[src/rtl/phy_pwrup_pkg.sv]
package phy_pwrup_pkg;

    localparam int CFG_ADDR_W = 6;
    localparam int CFG_DATA_W = 4;

    // test-port register addresses and field values used by the sequence
    localparam logic [CFG_ADDR_W-1:0] CA_CLK_TEST = 6'h10;
    localparam logic [CFG_ADDR_W-1:0] CA_CLK_SCC  = 6'h12;
    localparam logic [CFG_DATA_W-1:0] CD_RATE_SEL = 4'h8;
    localparam logic [CFG_DATA_W-1:0] CD_PLL_100M = 4'h8;

    typedef enum logic [1:0] {
        OP_ACQUIRE = 2'd0,
        OP_ENABLE  = 2'd1,
        OP_DISABLE = 2'd2,
        OP_SPARE   = 2'd3
    } cmd_op_e;

    typedef enum logic [1:0] {
        EC_OK     = 2'd0,
        EC_LOCK   = 2'd1,
        EC_OUTPUT = 2'd2,
        EC_RELOCK = 2'd3
    } err_code_e;

    typedef enum logic [3:0] {
        S_IDLE,
        S_RST_REL,
        S_ADDR_SET,
        S_IDLE_OFF,
        S_LOCK,
        S_WR1_GO,
        S_WR1_WAIT,
        S_WR2_GO,
        S_WR2_WAIT,
        S_OUTPUT,
        S_RELOCK_ADDR,
        S_RELOCK
    } seq_state_e;

    typedef enum logic [1:0] {
        P_OFF,
        P_CHECK,
        P_WAIT
    } poll_phase_e;

    typedef enum logic [1:0] {
        W_IDLE,
        W_SETUP,
        W_STROBE,
        W_RELEASE
    } wr_phase_e;

endpackage

[src/rtl/phy_pwrup_poll.sv]
module phy_pwrup_poll
    import phy_pwrup_pkg::*;
#(
    parameter int POLL_TRIES = 50,
    parameter int POLL_WAIT  = 2_000_000
) (
    input  logic clk,
    input  logic rst_n,
    input  logic start,
    input  logic cond,
    output logic ok,
    output logic tmo
);

    localparam int TRY_W  = $clog2(POLL_TRIES + 1);
    localparam int WAIT_W = $clog2(POLL_WAIT + 1);

    poll_phase_e        phase;
    logic [TRY_W-1:0]   tries;
    logic [WAIT_W-1:0]  wait_cnt;
    logic               last_try;
    logic               wait_end;

    assign last_try = (tries == TRY_W'(POLL_TRIES - 1));
    assign wait_end = (wait_cnt == WAIT_W'(POLL_WAIT - 1));

    assign ok  = (phase == P_CHECK) && cond;
    assign tmo = (phase == P_CHECK) && !cond && last_try;

    always_ff @(posedge clk or negedge rst_n) begin
        if (!rst_n) begin
            phase    <= P_OFF;
            tries    <= '0;
            wait_cnt <= '0;
        end else if (start) begin
            phase    <= P_CHECK;
            tries    <= '0;
            wait_cnt <= '0;
        end else begin
            unique case (phase)
                P_OFF: begin
                    phase <= P_OFF;
                end
                P_CHECK: begin
                    if (cond || last_try) begin
                        phase <= P_OFF;
                    end else begin
                        phase    <= P_WAIT;
                        wait_cnt <= '0;
                        tries    <= tries + 1'b1;
                    end
                end
                P_WAIT: begin
                    if (wait_end) begin
                        phase <= P_CHECK;
                    end else begin
                        wait_cnt <= wait_cnt + 1'b1;
                    end
                end
                default: phase <= P_OFF;
            endcase
        end
    end

endmodule

[src/rtl/phy_pwrup_cfg_wr.sv]
module phy_pwrup_cfg_wr
    import phy_pwrup_pkg::*;
#(
    parameter int CFG_HOLD = 100
) (
    input  logic                  clk,
    input  logic                  rst_n,
    input  logic                  addr_load,
    input  logic                  start,
    input  logic [CFG_ADDR_W-1:0] addr_in,
    input  logic [CFG_DATA_W-1:0] data_in,
    output logic [CFG_ADDR_W-1:0] cfg_addr,
    output logic [CFG_DATA_W-1:0] cfg_data,
    output logic                  cfg_wr,
    output logic                  wr_done
);

    localparam int HOLD_W = $clog2(CFG_HOLD + 1);

    wr_phase_e          phase;
    logic [HOLD_W-1:0]  cnt;
    logic               step_end;

    assign step_end = (cnt == HOLD_W'(CFG_HOLD - 1));
    assign wr_done  = (phase == W_RELEASE) && step_end;

    always_ff @(posedge clk or negedge rst_n) begin
        if (!rst_n) begin
            phase    <= W_IDLE;
            cnt      <= '0;
            cfg_addr <= '0;
            cfg_data <= '0;
            cfg_wr   <= 1'b0;
        end else begin
            unique case (phase)
                W_IDLE: begin
                    if (start) begin
                        cfg_addr <= addr_in;
                        cfg_data <= data_in;
                        cfg_wr   <= 1'b0;
                        cnt      <= '0;
                        phase    <= W_SETUP;
                    end else if (addr_load) begin
                        cfg_addr <= addr_in;
                        cfg_wr   <= 1'b0;
                    end
                end
                W_SETUP: begin
                    if (step_end) begin
                        cfg_wr <= 1'b1;
                        cnt    <= '0;
                        phase  <= W_STROBE;
                    end else begin
                        cnt <= cnt + 1'b1;
                    end
                end
                W_STROBE: begin
                    if (step_end) begin
                        cfg_wr <= 1'b0;
                        cnt    <= '0;
                        phase  <= W_RELEASE;
                    end else begin
                        cnt <= cnt + 1'b1;
                    end
                end
                W_RELEASE: begin
                    if (step_end) begin
                        phase <= W_IDLE;
                    end else begin
                        cnt <= cnt + 1'b1;
                    end
                end
                default: phase <= W_IDLE;
            endcase
        end
    end

endmodule

[src/rtl/phy_pwrup_lanes.sv]
module phy_pwrup_lanes #(
    parameter int NLANES = 4,
    parameter int IDX_W  = $clog2(NLANES)
) (
    input  logic              clk,
    input  logic              rst_n,
    input  logic [IDX_W-1:0]  lane,
    input  logic              clear_idle,
    input  logic              set_on,
    output logic [NLANES-1:0] tx_idle_force,
    output logic [NLANES-1:0] lanes_on
);

    for (genvar i = 0; i < NLANES; i++) begin : g_lane
        logic hit;
        assign hit = (lane == IDX_W'(i));

        always_ff @(posedge clk or negedge rst_n) begin
            if (!rst_n) begin
                tx_idle_force[i] <= 1'b1;
                lanes_on[i]      <= 1'b0;
            end else begin
                if (clear_idle && hit) begin
                    tx_idle_force[i] <= 1'b0;
                end
                if (set_on && hit) begin
                    lanes_on[i] <= 1'b1;
                end
            end
        end
    end

endmodule

[src/rtl/phy_pwrup_seq.sv]
module phy_pwrup_seq
    import phy_pwrup_pkg::*;
#(
    parameter int NLANES     = 4,
    parameter int POLL_TRIES = 50,
    parameter int POLL_WAIT  = 2_000_000,
    parameter int CFG_HOLD   = 100,
    parameter int LANE_W     = $clog2(NLANES) + 1
) (
    input  logic                  clk,
    input  logic                  rst_n,
    input  logic                  cmd_valid,
    input  logic [1:0]            cmd_op,
    input  logic [LANE_W-1:0]     cmd_lane,
    input  logic                  pll_locked,
    input  logic                  pll_out,
    output logic                  phy_rst,
    output logic                  refclk_en,
    output logic [NLANES-1:0]     tx_idle_force,
    output logic [CFG_ADDR_W-1:0] cfg_addr,
    output logic [CFG_DATA_W-1:0] cfg_data,
    output logic                  cfg_wr,
    output logic                  busy,
    output logic                  done,
    output logic                  err,
    output logic [1:0]            err_code,
    output logic [NLANES-1:0]     lanes_on,
    output logic                  cmd_reject
);

    localparam int IDX_W = LANE_W - 1;

    seq_state_e             state;
    seq_state_e             state_d;
    logic [IDX_W-1:0]       lane_q;

    logic                   accept;
    logic                   lane_ok;
    logic                   poll_start;
    logic                   poll_cond;
    logic                   poll_ok;
    logic                   poll_tmo;
    logic                   wr_start;
    logic                   wr_done;
    logic                   addr_load;
    logic [CFG_ADDR_W-1:0]  wr_addr;
    logic [CFG_DATA_W-1:0]  wr_data;
    logic                   clear_idle;
    logic                   set_on;
    logic                   fin;
    err_code_e              fin_code;

    assign accept  = cmd_valid && (state == S_IDLE);
    assign lane_ok = (cmd_lane < LANE_W'(NLANES));
    assign busy    = (state != S_IDLE);

    // output phase waits for the flag to clear; the other two wait for lock
    assign poll_cond = (state == S_OUTPUT) ? !pll_out : pll_locked;

    // next state and per-cycle control strobes
    always_comb begin
        state_d    = state;
        poll_start = 1'b0;
        wr_start   = 1'b0;
        wr_addr    = CA_CLK_TEST;
        wr_data    = CD_RATE_SEL;
        addr_load  = 1'b0;
        clear_idle = 1'b0;
        set_on     = 1'b0;
        fin        = 1'b0;
        fin_code   = EC_OK;
        unique case (state)
            S_IDLE: begin
                if (accept && lane_ok && (cmd_op == OP_ENABLE)) begin
                    state_d = S_RST_REL;
                end
            end
            S_RST_REL: begin
                state_d = S_ADDR_SET;
            end
            S_ADDR_SET: begin
                addr_load = 1'b1;
                state_d   = S_IDLE_OFF;
            end
            S_IDLE_OFF: begin
                clear_idle = 1'b1;
                poll_start = 1'b1;
                state_d    = S_LOCK;
            end
            S_LOCK: begin
                if (poll_ok) begin
                    state_d = S_WR1_GO;
                end else if (poll_tmo) begin
                    fin      = 1'b1;
                    fin_code = EC_LOCK;
                    state_d  = S_IDLE;
                end
            end
            S_WR1_GO: begin
                wr_start = 1'b1;
                state_d  = S_WR1_WAIT;
            end
            S_WR1_WAIT: begin
                if (wr_done) begin
                    state_d = S_WR2_GO;
                end
            end
            S_WR2_GO: begin
                wr_start = 1'b1;
                wr_addr  = CA_CLK_SCC;
                wr_data  = CD_PLL_100M;
                state_d  = S_WR2_WAIT;
            end
            S_WR2_WAIT: begin
                if (wr_done) begin
                    poll_start = 1'b1;
                    state_d    = S_OUTPUT;
                end
            end
            S_OUTPUT: begin
                if (poll_ok) begin
                    state_d = S_RELOCK_ADDR;
                end else if (poll_tmo) begin
                    fin      = 1'b1;
                    fin_code = EC_OUTPUT;
                    state_d  = S_IDLE;
                end
            end
            S_RELOCK_ADDR: begin
                addr_load  = 1'b1;
                poll_start = 1'b1;
                state_d    = S_RELOCK;
            end
            S_RELOCK: begin
                if (poll_ok) begin
                    set_on  = 1'b1;
                    fin     = 1'b1;
                    state_d = S_IDLE;
                end else if (poll_tmo) begin
                    fin      = 1'b1;
                    fin_code = EC_RELOCK;
                    state_d  = S_IDLE;
                end
            end
            default: state_d = S_IDLE;
        endcase
    end

    // state register
    always_ff @(posedge clk or negedge rst_n) begin
        if (!rst_n) begin
            state <= S_IDLE;
        end else begin
            state <= state_d;
        end
    end

    // registered outputs
    always_ff @(posedge clk or negedge rst_n) begin
        if (!rst_n) begin
            phy_rst    <= 1'b0;
            refclk_en  <= 1'b0;
            done       <= 1'b0;
            err        <= 1'b0;
            err_code   <= EC_OK;
            cmd_reject <= 1'b0;
            lane_q     <= '0;
        end else begin
            done       <= fin && (fin_code == EC_OK);
            err        <= fin && (fin_code != EC_OK);
            cmd_reject <= accept && !lane_ok;
            if (accept && lane_ok) begin
                if (cmd_op == OP_ACQUIRE) begin
                    refclk_en <= 1'b1;
                    phy_rst   <= 1'b1;
                end else if (cmd_op == OP_ENABLE) begin
                    lane_q   <= cmd_lane[IDX_W-1:0];
                    err_code <= EC_OK;
                end
            end
            if (state == S_RST_REL) begin
                phy_rst <= 1'b0;
            end
            if (fin) begin
                err_code <= fin_code;
            end
        end
    end

    phy_pwrup_poll #(
        .POLL_TRIES (POLL_TRIES),
        .POLL_WAIT  (POLL_WAIT)
    ) u_poll (
        .clk   (clk),
        .rst_n (rst_n),
        .start (poll_start),
        .cond  (poll_cond),
        .ok    (poll_ok),
        .tmo   (poll_tmo)
    );

    phy_pwrup_cfg_wr #(
        .CFG_HOLD (CFG_HOLD)
    ) u_cfg (
        .clk       (clk),
        .rst_n     (rst_n),
        .addr_load (addr_load),
        .start     (wr_start),
        .addr_in   (wr_addr),
        .data_in   (wr_data),
        .cfg_addr  (cfg_addr),
        .cfg_data  (cfg_data),
        .cfg_wr    (cfg_wr),
        .wr_done   (wr_done)
    );

    phy_pwrup_lanes #(
        .NLANES (NLANES),
        .IDX_W  (IDX_W)
    ) u_lanes (
        .clk           (clk),
        .rst_n         (rst_n),
        .lane          (lane_q),
        .clear_idle    (clear_idle),
        .set_on        (set_on),
        .tx_idle_force (tx_idle_force),
        .lanes_on      (lanes_on)
    );

endmodule

[config.mk]
export PLATFORM = sky130hd
export DESIGN_NAME = phy_pwrup_seq
export DESIGN_NICKNAME = d
export VERILOG_FILES = /design/src/rtl/phy_pwrup_pkg.sv /design/src/rtl/phy_pwrup_poll.sv /design/src/rtl/phy_pwrup_cfg_wr.sv /design/src/rtl/phy_pwrup_lanes.sv /design/src/rtl/phy_pwrup_seq.sv
export SDC_FILE = /design/constraint.sdc
export NUM_CORES = 1
export LEC_CHECK = 0
export ABC_AREA = 0
export CAP_MARGIN = 0
export CORE_ASPECT_RATIO = 0.9
export CORE_UTILIZATION = 48
export DETAILED_ROUTE_END_ITERATION = 10
export PLACE_DENSITY_LB_ADDON = 0.15
export SETUP_SLACK_MARGIN = 0.02
export SKIP_LAST_GASP = 1
export SLEW_MARGIN = 20
export SYNTH_ARGS = -nofsm -noshare
export SYNTH_HDL_FRONTEND = slang
export SYNTH_SLANG_ARGS = --single-unit
[constraint.sdc]
create_clock -name clk -period 2.5 [get_ports clk]
set_clock_uncertainty 0.2 [all_clocks]
set_input_delay 0.5 -clock clk [delete_from_list [all_inputs] [get_ports clk]]
set_output_delay 0.5 -clock clk [all_outputs]
set_load 0.005 [all_outputs]
# --- Yosys cells after proc, flatten, opt, wreduce, memory -nomap -nowiden ---
# Cells that the tools add are included.
word_totals:
  word_cells: 182
  ff_bits: 67
  out_inout_bits: 27
  in_bits: 10
op_classes:
  bitwise: 1
  n_addsub: 3
  n_lt_le_gt_ge: 1
  mux: 62
  n_eq_ne: 37
  n_reduce_logical: 54
ops:
  columns: ["operator", "n"]
  rows:
  - ["two-way mux 21 bit", 3]
  - ["case mux 4 bit (12 select lines)", 1]
  - ["case mux 21 bit (2 select lines)", 1]
  - ["two-way mux 2 bit", 16]
  - ["two-way mux 6 bit", 5]
  - ["two-way mux 4 bit", 7]
  - ["adder 21 x 1 -> 21 bit (second input constant)", 1]
  - ["equality test 21 bit (second input constant)", 1]
  - ["two-way mux 7 bit", 3]
  - ["case mux 7 bit (3 select lines)", 1]
  - ["two-way mux 1 bit", 19]
  - ["logical AND 1 bit", 18]
  - ["equality test 4 x 3 -> 1 bit (second input constant)", 4]
  - ["equality test 4 bit (second input constant)", 4]
  - ["inequality test 2 x 1 -> 1 bit (second input constant)", 7]
  - ["nonzero test 2 bit", 7]
  - ["AND reduction 2 bit", 6]
  - ["AND reduction 3 bit", 4]
  - ["equality test 2 bit (second input constant)", 5]
  - ["OR reduction 2 bit", 5]
  - ["equality test 2 x 1 -> 1 bit (second input constant)", 4]
  - ["equality test 4 x 2 -> 1 bit (second input constant)", 2]
  - ["zero test 2 bit", 4]
  - ["case mux 2 bit (4 select lines)", 1]
  - ["other kinds (20)", 29]

# --- Depth between registers and ports, before layout ---
logic_depth:
  word_depth: 10
  mapped_depth: 10
  ltp_nobuf: 8

# --- Cells and area by module ---
# Synthesis repeated with hierarchy kept, for this count alone.
unflattened:
  hier_cells: 372
  area_unflattened_um2: 3832.4
by_module_without_submodules:
  columns: ["mod", "area_each_um2", "instances", "cells_per_inst"]
  rows:
  - ["phy_pwrup_poll", 1793.0, 1, 188]
  - ["phy_pwrup_cfg_wr", 1011.0, 1, 86]
  - ["phy_pwrup_seq", 743.2, 1, 78]
  - ["phy_pwrup_lanes", 285.3, 1, 20]

# --- Worst setup path after synthesis ---
# OpenSTA, ideal clock, no wires.
synth_timing:
  kind: "flip-flop to flip-flop"
  from: "register u_poll.wait_cnt[14]"
  to: "register u_poll.wait_cnt[6]"
  setup_slack_ns: 0.101
  setup_time_ns: 0.119
  synth_period_minus_slack_ns: 2.399
  t_required_ns: 2.181
  t_arrival_ns: 2.079
  path_stages_with_launch: 9
  cell_sequence: "dfrtp_1 or4_4 nor4_4 nand3_2 a21oi_4 buf_6 buf_6 mux2i_1 nand2_1"
synth_between:
  elab_chain_len: 3
synth_rtl:
  columns: ["element", "line_no", "source"]
  rows:
  - ["from (decl)", "phy_pwrup_poll.sv:20", "logic [WAIT_W-1:0] wait_cnt;"]
  - ["from (signal assigned)", "phy_pwrup_poll.sv:57", "wait_cnt <= wait_cnt + 1'b1;"]
  - ["equality test 21 bit", "phy_pwrup_poll.sv:25", "assign wait_end = (wait_cnt == WAIT_W'(POLL_WAIT - 1));"]
  - ["inequality test 3 bit (no source line)", null, null]
  - ["AND reduction 3 bit (no source line)", null, null]
# Every way passes these cells.
# A chain may end at the register's enable or synchronous reset.

# --- Worst setup path in the final report ---
layout_timing:
  from: "register u_poll.wait_cnt[16]"
  to: "register u_poll.wait_cnt[6]"
# The elaborated chain is that of the path after synthesis.

==> flow_metrics.tcl <==
set metrics [dict create \
    status "finished, final reports clean" \
    multi_input_area_sq_mm 0.00186 \
    syn_avg_cell_area_sq_um 9.47 \
    ys_seq_elements 63 \
    path_delay_family "simple AND/OR/NAND/NOR gates" \
    area_growth_pct 26.2 \
    finalPower_mw 4.06 \
    dp_hpwl_mm 5.39 \
    overflow 0 \
    synthTopCellsByArea "dfrtp_1, ha_1, nand2_1, a21oi_1, dfstp_2" \
    max_stage_delay_ps 560 \
    p_leak_nw 1.96 \
    synthFlopType "dfrtp_1" \
    fmax_mhz 411 \
    dr.pass1.iters 5 \
    track_usage 0.219 \
    antenna_found_initial 0 \
    min_period_ps 2430 \
    ios 37 \
    cts.sinks 63 \
    fin_util 0.632 \
    wl_per_cell_um 14.8 \
    arrival_ps 2480 \
    port_buffers 29 \
    yosysMostFrequentCell "dfrtp_1" \
    diodes 0 \
    yosysTopAreaCell "dfrtp_1" \
    end_kind "register" \
    final_antenna_net_count 0 \
    synthCells 376 \
    fin_crit_sh 0.974 \
    ys_top_cells_by_count "dfrtp_1, nand2_1, a21oi_1, nor2_1, o21ai_0" \
    fin_nets 460 \
    synth.yosys.warnings 0 \
    finalNonFillerCells 537 \
    grt_max_degree 54 \
    clock-root-buffer "clkbuf_8" \
    core_sq_mm 0.00711 \
    fp.dieH_um 83.7 \
    rsz0062_at_grt "yes" \
    clkLatencyLatePin_ps 350 \
    initial_core_util 0.501 \
    async_reset_ff_frac 1.00 \
    drt-total-wl_mm 7.96 \
    drtIter0Drc 173 \
    htree_levels 3 \
    die-area_sq_mm 0.00776 \
    cp_slowest_cell "or4bb_1" \
    grt_pass1_wl_mm 13.6 \
    gp_congestion 0.785 \
    synth_cell_type_count 68 \
    startpoint_type "register" \
    worstSetupPathType "register to register" \
    cts_inserted_buffers 9 \
    ys_seq_area_frac 0.444 \
    synth_edf_count 0 \
    grt_pass1_vias 2878 \
    fp.dieW_um 92.8 \
    hp-class "register to register" \
    drc 0 \
    path_cells "or4bb_1 > nor4_4 > nand3_2 > a21oi_4 > buf_12 > mux2i_2 > nand2_1" \
    via_per_inst 5.63 \
    dr_total_vias 3021 \
    cap_viol_max_count 0 \
    crit_buf_inv 1 \
    yosysTopAreaCellShare 0.415 \
    drive_above_1_share 0.191 \
    required_ps 2550 \
    peakVddDrop_uv 798 \
    hold_viol 0 \
    row_count 29 \
    setup_violations 0 \
    nFillCells 596 \
    p_per_area_mw_per_mm2 903 \
    synth_area_sq_mm 0.00356 \
    drv_slew 0 \
    cts_tree "built" \
    cp_max_fo 16 \
    dp.cells 510 \
    clkTransAtPathRegs_ps 80 \
    seq_area_sq_mm 0.00158 \
    ctsLongestPathBuffers 2 \
]
-- cell families (layout without fill, tap and decap cells) --
logic type	after synthesis	count (layout)	share of synthesized area
mux	5	5	0.0162
other cells	1	7	0.00105
xor+xnor	9	9	0.0221
buf+inv	36	98	0.0552
flops	63	63	0.444
fa+ha+maj	11	11	0.0387
simple gates	150	150	0.232
compound gates	101	101	0.191
-- layout make-up --
class | count | share of cell area
timing repair buffer | 69 | 0.143
inverter | 13 | 0.0109
tap | 93 | 0.0259
clock buffer | 9 | 0.0276
clock inverter | 7 | 0.0267
multi-input combinational | 283 | 0.413
sequential | 63 | 0.352
-- sequential cells by signal, indices dropped and copies added (netlist names) --
signal	flops
u_lanes.lanes_on	4
done	1
cmd_reject	1
u_poll.wait_cnt	21
u_cfg.cfg_wr	1
u_cfg.cfg_data	1
err	1
refclk_en	1
lane_q	2
u_cfg.phase	2
u_lanes.tx_idle_force	4
u_poll.phase	2
state	4
u_cfg.cfg_addr	2
phy_rst	1
err_code	2
u_cfg.cnt	7
u_poll.tries	6
-- per-layer routing --
layer	part of all wire	track usage	routed length (um)
met5	0	0	0
met4	0.0070	0.0434	56
met3	0.048	0.0610	384
met2	0.46	0.335	3670
met1	0.48	0.312	3850
-- worst reg2reg max path: stages (launching register included) --
cell	delay (ps)
dfrtp_1	410
or4bb_1	560
nor4_4	370
nand3_2	140
a21oi_4	220
buf_12	170
mux2i_2	200
nand2_1	70
-- repair_timing --
action | in CTS | in global routing
hold buffers | 1 | 0
pin swaps | 1 | 5
cloned | 0 | 1
gates resized for setup | 2 | 12
buffers inserted | 2 | 7
hold endpoints to repair | 10 | 0
setup endpoints to repair | 1 | 18
-- where the power goes --
part	internal [mW]	leakage, nW	switching (mW)	total [mW]
Clock	0.665	0.120	0.435	1.10
Sequential	1.17	0.838	0.119	1.28
Combinational	0.780	0.999	0.892	1.67
-- placed cells by master (no fill, tap or decap), types with 6 or more instances in the layout --
| master | count |
|---|---|
| nor2_1 | 26 |
| o21ai_0 | 20 |
| clkbuf_8 | 9 |
| clkdlybuf4s50_1 | 27 |
| nand3_1 | 15 |
| or3_1 | 12 |
| conb_1 | 7 |
| o21ai_1 | 8 |
| a21oi_1 | 25 |
| ha_1 | 10 |
| buf_4 | 33 |
| dfrtp_1 | 59 |
| nand2_1 | 35 |
| and3_1 | 10 |
| nor3_1 | 11 |
| a21o_1 | 6 |
| inv_1 | 13 |
-- worst paths after layout --
path	startpoint	to	slack, ps	depth (start not counted)
setup reg to reg	u_poll.wait_cnt[16]	u_poll.wait_cnt[6]	70	7
hold reg to reg	u_lanes.tx_idle_force[3]	u_lanes.tx_idle_force[3]	250	2
max in group asynchronous	rst_n	u_lanes.tx_idle_force[0]	1100	3
hold / removal	u_lanes.tx_idle_force[3]	u_lanes.tx_idle_force[3]	250	2
min in group asynchronous	rst_n	u_poll.wait_cnt[6]	370	2
setup / recovery	u_poll.wait_cnt[16]	u_poll.wait_cnt[6]	70	7
-- stage by stage --
stage / hold WS, ps / area [sq um] / worst slack [ps] / setup TNS (ps)
floorplan: 4.41 / 3580 / 101 / 0
global placement: 201 / 4080 / 32.5 / 0
detailed placement: 198 / 4080 / -28.6 / -68.4
CTS: 250 / 4360 / 27.9 / 0
global route: 267 / 4490 / -47.0 / -64.9
finish: 246 / 4490 / 65.8 / 0
(Power assumes the default switching activity.)
